### src/rtl/gpio_octet_pkg.sv
package gpio_octet_pkg;
  parameter int GPIO_LINES = 8;

  typedef enum logic [3:0] {
    RD_NONE, RD_DATA, RD_DIR, RD_SENSE, RD_BOTH, RD_POL, RD_IE, RD_RAW, RD_MASKED
  } rdSel_t;

  typedef struct packed {
    logic                  wrData;
    logic                  wrDir;
    logic                  wrSense;
    logic                  wrBoth;
    logic                  wrPol;
    logic                  wrIe;
    logic                  wrClr;
    logic [GPIO_LINES-1:0] mask;
    rdSel_t                rdSel;
  } regStrobe_t;
endpackage

### src/rtl/gpio_octet_ctrl.sv
module gpio_octet_ctrl
  import gpio_octet_pkg::*;
#(
  parameter int ADDR_W = 12
) (
  input  logic              busSel,
  input  logic              busEnable,
  input  logic              busWrite,
  input  logic [ADDR_W-1:0] busAddr,
  output regStrobe_t        strobe
);
  localparam int MASK_LSB = 2;
  localparam int MASK_MSB = MASK_LSB + GPIO_LINES - 1;
  localparam int WIN_LSB  = MASK_MSB + 1;
  localparam int IDX_MSB  = MASK_LSB + 2;

  logic       access;
  logic       inData;
  logic       inCfg;
  logic [2:0] regIdx;

  assign access = busSel && busEnable;
  assign inData = (busAddr[ADDR_W-1:WIN_LSB] == '0) && (busAddr[1:0] == 2'b00);
  assign inCfg  = (busAddr[ADDR_W-1:WIN_LSB] == (ADDR_W-WIN_LSB)'(1)) &&
                  (busAddr[MASK_MSB:IDX_MSB+1] == '0) && (busAddr[1:0] == 2'b00);
  assign regIdx = busAddr[IDX_MSB:MASK_LSB];

  always_comb begin
    strobe.wrData  = 1'b0;
    strobe.wrDir   = 1'b0;
    strobe.wrSense = 1'b0;
    strobe.wrBoth  = 1'b0;
    strobe.wrPol   = 1'b0;
    strobe.wrIe    = 1'b0;
    strobe.wrClr   = 1'b0;
    strobe.mask    = busAddr[MASK_MSB:MASK_LSB];
    strobe.rdSel   = RD_NONE;
    if (access) begin
      if (inData) begin
        strobe.wrData = busWrite;
        strobe.rdSel  = RD_DATA;
      end else if (inCfg) begin
        case (regIdx)
          3'd0: begin strobe.wrDir   = busWrite; strobe.rdSel = RD_DIR;   end
          3'd1: begin strobe.wrSense = busWrite; strobe.rdSel = RD_SENSE; end
          3'd2: begin strobe.wrBoth  = busWrite; strobe.rdSel = RD_BOTH;  end
          3'd3: begin strobe.wrPol   = busWrite; strobe.rdSel = RD_POL;   end
          3'd4: begin strobe.wrIe    = busWrite; strobe.rdSel = RD_IE;    end
          3'd5: strobe.rdSel = RD_RAW;
          3'd6: strobe.rdSel = RD_MASKED;
          default: strobe.wrClr = busWrite;
        endcase
      end
    end
  end
endmodule

### src/rtl/gpio_octet_dpath.sv
module gpio_octet_dpath
  import gpio_octet_pkg::*;
#(
  parameter int SYNC_STAGES = 2
) (
  input  logic                  clk,
  input  logic                  rstN,
  input  regStrobe_t            strobe,
  input  logic [GPIO_LINES-1:0] busWdata,
  output logic [GPIO_LINES-1:0] busRdata,
  input  logic [GPIO_LINES-1:0] pinIn,
  output logic [GPIO_LINES-1:0] pinOut,
  output logic [GPIO_LINES-1:0] pinOe,
  output logic                  irqOut,
  output logic [GPIO_LINES-1:0] rawStat,
  output logic [GPIO_LINES-1:0] ieVal
);
  localparam int N = GPIO_LINES;

  logic [N-1:0] dataReg, dirReg, senseReg, bothReg, polReg, ieReg, edgeStat;
  logic [SYNC_STAGES-1:0][N-1:0] syncQ;
  logic [N-1:0] syncIn, prevIn;
  logic [N-1:0] edgeHit, levelHit, maskedStat, clrBits;

  // pin synchroniser followed by one history stage for edge detection
  always_ff @(posedge clk or negedge rstN) begin
    if (!rstN) begin
      syncQ  <= '0;
      prevIn <= '0;
    end else begin
      syncQ[0] <= pinIn;
      prevIn   <= syncQ[SYNC_STAGES-1];
    end
  end

  generate
    for (genvar s = 1; s < SYNC_STAGES; s++) begin : g_sync
      always_ff @(posedge clk or negedge rstN) begin
        if (!rstN) syncQ[s] <= '0;
        else       syncQ[s] <= syncQ[s-1];
      end
    end
  endgenerate

  assign syncIn = syncQ[SYNC_STAGES-1];

  // per-line trigger decode
  generate
    for (genvar i = 0; i < N; i++) begin : g_line
      logic rise, fall;
      assign rise        = syncIn[i] & ~prevIn[i];
      assign fall        = ~syncIn[i] & prevIn[i];
      assign edgeHit[i]  = ~senseReg[i] &
                           (bothReg[i] ? (rise | fall) : (polReg[i] ? rise : fall));
      assign levelHit[i] = senseReg[i] & (polReg[i] ? syncIn[i] : ~syncIn[i]);
    end
  endgenerate

  assign clrBits = strobe.wrClr ? busWdata : '0;

  always_ff @(posedge clk or negedge rstN) begin
    if (!rstN) begin
      dataReg  <= '0;
      dirReg   <= '0;
      senseReg <= '0;
      bothReg  <= '0;
      polReg   <= '0;
      ieReg    <= '0;
      edgeStat <= '0;
    end else begin
      if (strobe.wrData)  dataReg  <= (dataReg & ~strobe.mask) | (busWdata & strobe.mask);
      if (strobe.wrDir)   dirReg   <= busWdata;
      if (strobe.wrSense) senseReg <= busWdata;
      if (strobe.wrBoth)  bothReg  <= busWdata;
      if (strobe.wrPol)   polReg   <= busWdata;
      if (strobe.wrIe)    ieReg    <= busWdata;
      edgeStat <= (edgeStat & ~clrBits) | edgeHit;
    end
  end

  assign rawStat    = (edgeStat & ~senseReg) | levelHit;
  assign maskedStat = rawStat & ieReg;
  assign irqOut     = |maskedStat;
  assign ieVal      = ieReg;
  assign pinOe      = dirReg;
  assign pinOut     = dataReg & dirReg;

  always_comb begin
    case (strobe.rdSel)
      RD_DATA:   busRdata = ((dirReg & dataReg) | (~dirReg & syncIn)) & strobe.mask;
      RD_DIR:    busRdata = dirReg;
      RD_SENSE:  busRdata = senseReg;
      RD_BOTH:   busRdata = bothReg;
      RD_POL:    busRdata = polReg;
      RD_IE:     busRdata = ieReg;
      RD_RAW:    busRdata = rawStat;
      RD_MASKED: busRdata = maskedStat;
      default:   busRdata = '0;
    endcase
  end
endmodule

### src/rtl/gpio_octet.sv
module gpio_octet
  import gpio_octet_pkg::*;
#(
  parameter int ADDR_W      = 12,
  parameter int SYNC_STAGES = 2
) (
  input  logic                  clk,
  input  logic                  rstN,
  input  logic                  busSel,
  input  logic                  busEnable,
  input  logic                  busWrite,
  input  logic [ADDR_W-1:0]     busAddr,
  input  logic [GPIO_LINES-1:0] busWdata,
  output logic [GPIO_LINES-1:0] busRdata,
  input  logic [GPIO_LINES-1:0] pinIn,
  output logic [GPIO_LINES-1:0] pinOut,
  output logic [GPIO_LINES-1:0] pinOe,
  output logic                  irqOut
);
  regStrobe_t            strobe;
  logic [GPIO_LINES-1:0] rawStat;
  logic [GPIO_LINES-1:0] ieVal;

  gpio_octet_ctrl #(.ADDR_W(ADDR_W)) u_ctrl (
    .busSel(busSel), .busEnable(busEnable), .busWrite(busWrite),
    .busAddr(busAddr), .strobe(strobe)
  );

  gpio_octet_dpath #(.SYNC_STAGES(SYNC_STAGES)) u_dpath (
    .clk(clk), .rstN(rstN), .strobe(strobe), .busWdata(busWdata),
    .busRdata(busRdata), .pinIn(pinIn), .pinOut(pinOut), .pinOe(pinOe),
    .irqOut(irqOut), .rawStat(rawStat), .ieVal(ieVal)
  );
endmodule

### config.mk
export PLATFORM = sky130hd
export DESIGN_NAME = gpio_octet
export DESIGN_NICKNAME = d
export VERILOG_FILES = /design/src/rtl/gpio_octet_pkg.sv /design/src/rtl/gpio_octet_ctrl.sv /design/src/rtl/gpio_octet_dpath.sv /design/src/rtl/gpio_octet.sv
export SDC_FILE = /design/constraint.sdc
export NUM_CORES = 1
export LEC_CHECK = 0
export CORE_MARGIN = 5
export CORE_UTILIZATION = 56
export CTS_CLUSTER_SIZE = 28
export DETAILED_ROUTE_END_ITERATION = 10
export GPL_TIMING_DRIVEN = 0
export HOLD_SLACK_MARGIN = 0.06
export PLACE_DENSITY = 0.78
export SLEW_MARGIN = 20
export SYNTH_ARGS = -nofsm -noshare
export SYNTH_HDL_FRONTEND = slang
export SYNTH_HIERARCHICAL = 1
export SYNTH_SLANG_ARGS = --single-unit
export TNS_END_PERCENT = 20
### constraint.sdc
create_clock -name clk -period 4.3 [get_ports clk]
set_clock_uncertainty 0.1 [all_clocks]
set_input_delay 1.29 -clock clk [delete_from_list [all_inputs] [get_ports clk]]
set_output_delay 1.29 -clock clk [all_outputs]
set_load 0.01 [all_outputs]
==> run metrics <==
Post-synth EDFFs=0; Final Max Slew Viols=0; post-synth top area cell=dfrtp_1; failing checks=setup timing; cts bufs inserted=9; CTS tree=built; vias in the first global route=3721; min cycle time layout=4.646 ns; final worst-path cycle share=1.080; Rel. slew slack=0.4734; final-report hold violation count=0; Setup CP Type=input port to primary output; pre-CTS setup slack=-1.488 ns; register bit total from synthesis=80; Worst R2R End=u_dpath/edgeStat[7]$_DFF_PN0_; final setup margin=-0.3457 ns; worst setup path endpoint=busRdata[0]; highest clock rate=215.3 MHz; Routed wire per std cell=19.68 µm; Starting Density=0.5742; final WL=11.65 mm; clock tree buffer depth=2; r2r startpoint=u_dpath/syncIn[7]$_DFF_PN0_; Core ar.=0.007727 mm²; grt total ovfl=0; I/O Pins=58; Core Util, Final=0.7249; layout cells sized above 1=0.3286; Die W=99.01 µm; number of violations of the max-capacitance limit=0; Final Setup Violations=8; Synth Cell Area=0.004437 mm²; Critical Path AT=3.26 ns; Root Buffer Master=clkbuf_8; RSZ-0062 raised after global routing=yes; Synth warnings=6; syn_nets=447; crit start category=input port; Crit. End Element=primary output; DR vias=3546; cell count after synthesis=398; Leak=2.550 nW; area grow syn2layout=26.25%; initial antenna violation count=0; routability cong.=0.9075; Seq/Total Area, Yosys=0.4512; min-delay worst type=flop to flop; PnR Total Power=1.402 mW; Ant. Diodes=0; Inst Count DP=557; Clk Latency, worst-skew pair=0.35 ns; Nets=534; ys flop type=dfrtp_1; Unique masters post-synth=38; PortBufs=56; placed wire-length estimate=7.564 mm; DR iter-0 viols=191; Total GRT Usage=0.2470; CP required=2.91 ns; pwr/cell area=250.4 mW/mm²; post-synthesis async set-or-reset flop share=1.000; first-pass GRT wire length=18.91 mm; CP Launch Point=busAddr[6]; Synth area leaders=dfrtp_1, mux2_2, ha_1; count of clock tree sinks=80; DRT Pass-1 Iters=5; Rows=32; DRC viols=0; status=finished with violations; worst-margin pin slew=0.7898 ns; FF-to-FF setup slack=2.80 ns; fin cells=592; Die ar.=0.009803 mm²; Max IR drop VDD=0.0001849 V; H-tree depth=3; Vias per Instance=5.990; mean area per synthesized cell=11.15 µm²; Clock Pin Slew Worst Setup and Hold Paths=0.07 ns; largest net degree at the start of global routing=50; CP max FO=5; R2R cell count=5; hold-fix buffers at CTS=0; post-synth top area share=0.4512; die height=99.01 µm; antenna-violating nets left=0
## state kept, by name, indices dropped and copies added (netlist names), named ones only
register          cells
u_dpath/ieVal         8
u_dpath/syncQ         8
u_dpath/prevIn        8
u_dpath/bothReg       8
u_dpath/polReg        8
u_dpath/edgeStat      8
u_dpath/pinOe         8
u_dpath/senseReg      8
u_dpath/syncIn        8
## power breakdown
part	total [mW]	switching (mW)	internal, mW
clock network	0.504	0.278	0.226
registers	0.783	0.0139	0.770
logic	0.115	0.0580	0.0571
## stage by stage
stage,hold WS (ns),TNS [ns],area (µm²)
floorplan,0.2312,0,4437
global placement,0.2328,-89.58,5125
detailed placement,0.2358,-11.43,5150
CTS,0.2539,-2.127,5583
global route,0.2569,-3.056,5602
finish,0.2527,-2.576,5602
## repair_timing
item,4_1_cts,5_1_grt
gates cloned,1,0
pin swaps,17,3
buffers inserted,19,0
gates resized for setup,102,5
setup endpoints to repair,8,8
## routing by layer
layer,track usage,up-vias,share of wire
li1,-,1581,-
met5,0,-,0
met3,0.05237,39,0.077
met1,0.3160,1755,0.41
met2,0.4024,171,0.48
met4,0.1113,0,0.034
## cell type report
cell class,count,area [µm²]
timing repair buffer,77,715.7
sequential,80,2002
buffer,24,187.7
clock buffer,12,145.1
multi-input combinational,276,2330
inverter,17,63.81
fill,561,2126
tap,102,127.6
clock inverter,4,30.03
## cell usage in the layout, fill, tap and decap left out, types with 4 or more instances in the layout
cell type        count
a21oi_1              5
mux2i_1              9
xnor2_1              9
nand4_1              4
a31oi_1              6
ha_1                16
o21ai_0             16
clkinvlp_4           4
o211ai_1             7
nand3_1              9
and2_1               8
nand2_1             50
mux2_2              69
buf_8                4
buf_4               27
clkdlybuf4s50_1     34
a22o_1               7
dfrtp_1             80
mux2_4               7
inv_1               17
clkbuf_8            10
dlygate4sd2_1        8
buf_6                9
nor3_1               6
nand3b_1             7
buf_2                9
clkbuf_1             9
a21o_1              10
## synthesized netlist by cell type, drive strengths merged (2+ instances only)
cell type and number:
a21o 10, a21oi 8, a22o 7, a31oi 7, and2 8, buf 17
clkbuf 8, dfrtp 80, ha 16, inv 17, mux2 76, mux2i 9
nand2 52, nand3 10, nand3b 7, nand4 4, nand4b 3, nor2 3
nor2b 3, nor3 8, nor3b 2, nor4 2, nor4b 2, o211ai 7
o21ai 17, xnor2 9
## cells by family (layout without fill, tap and decap cells)
logic type / after synthesis / after routing / share of synthesized area
AOI/OAI and AO/OA: 57 / 57 / 0.08235
DFF: 80 / 80 / 0.4512
xor gates and xnor gates: 9 / 9 / 0.01777
muxes: 85 / 85 / 0.2132
adders and majority gates: 16 / 16 / 0.04512
and+or+nand+nor: 109 / 109 / 0.1424
buffers and inverters: 42 / 134 / 0.04794
## worst min path at each step
stage	start	cells after the start	slack, ns	endpoint
2_1_floorplan	u_dpath/syncQ[0]$_DFF_PN0_	0	0.23	u_dpath/syncIn[0]$_DFF_PN0_
3_3_place_gp	u_dpath/syncQ[0]$_DFF_PN0_	0	0.23	u_dpath/syncIn[0]$_DFF_PN0_
3_5_place_dp	u_dpath/syncQ[6]$_DFF_PN0_	0	0.24	u_dpath/syncIn[6]$_DFF_PN0_
4_1_cts	u_dpath/syncQ[2]$_DFF_PN0_	0	0.25	u_dpath/syncIn[2]$_DFF_PN0_
5_1_grt	u_dpath/syncQ[6]$_DFF_PN0_	0	0.26	u_dpath/syncIn[6]$_DFF_PN0_
6_report	u_dpath/syncQ[2]$_DFF_PN0_	0	0.25	u_dpath/syncIn[2]$_DFF_PN0_
## worst max-delay path, cell delays in order
cell     delay [ns]
buf_6          0.10
nor4b_4        0.24
buf_4          0.18
nand4_1        0.15
a21oi_4        0.23
buf_6          0.13
buf_8          0.13
mux2_4         0.30
nand2_1        0.06
a21oi_1        0.06
a22o_1         0.23
buf_2          0.14
Note: power is estimated with default switching activity, not from simulation.
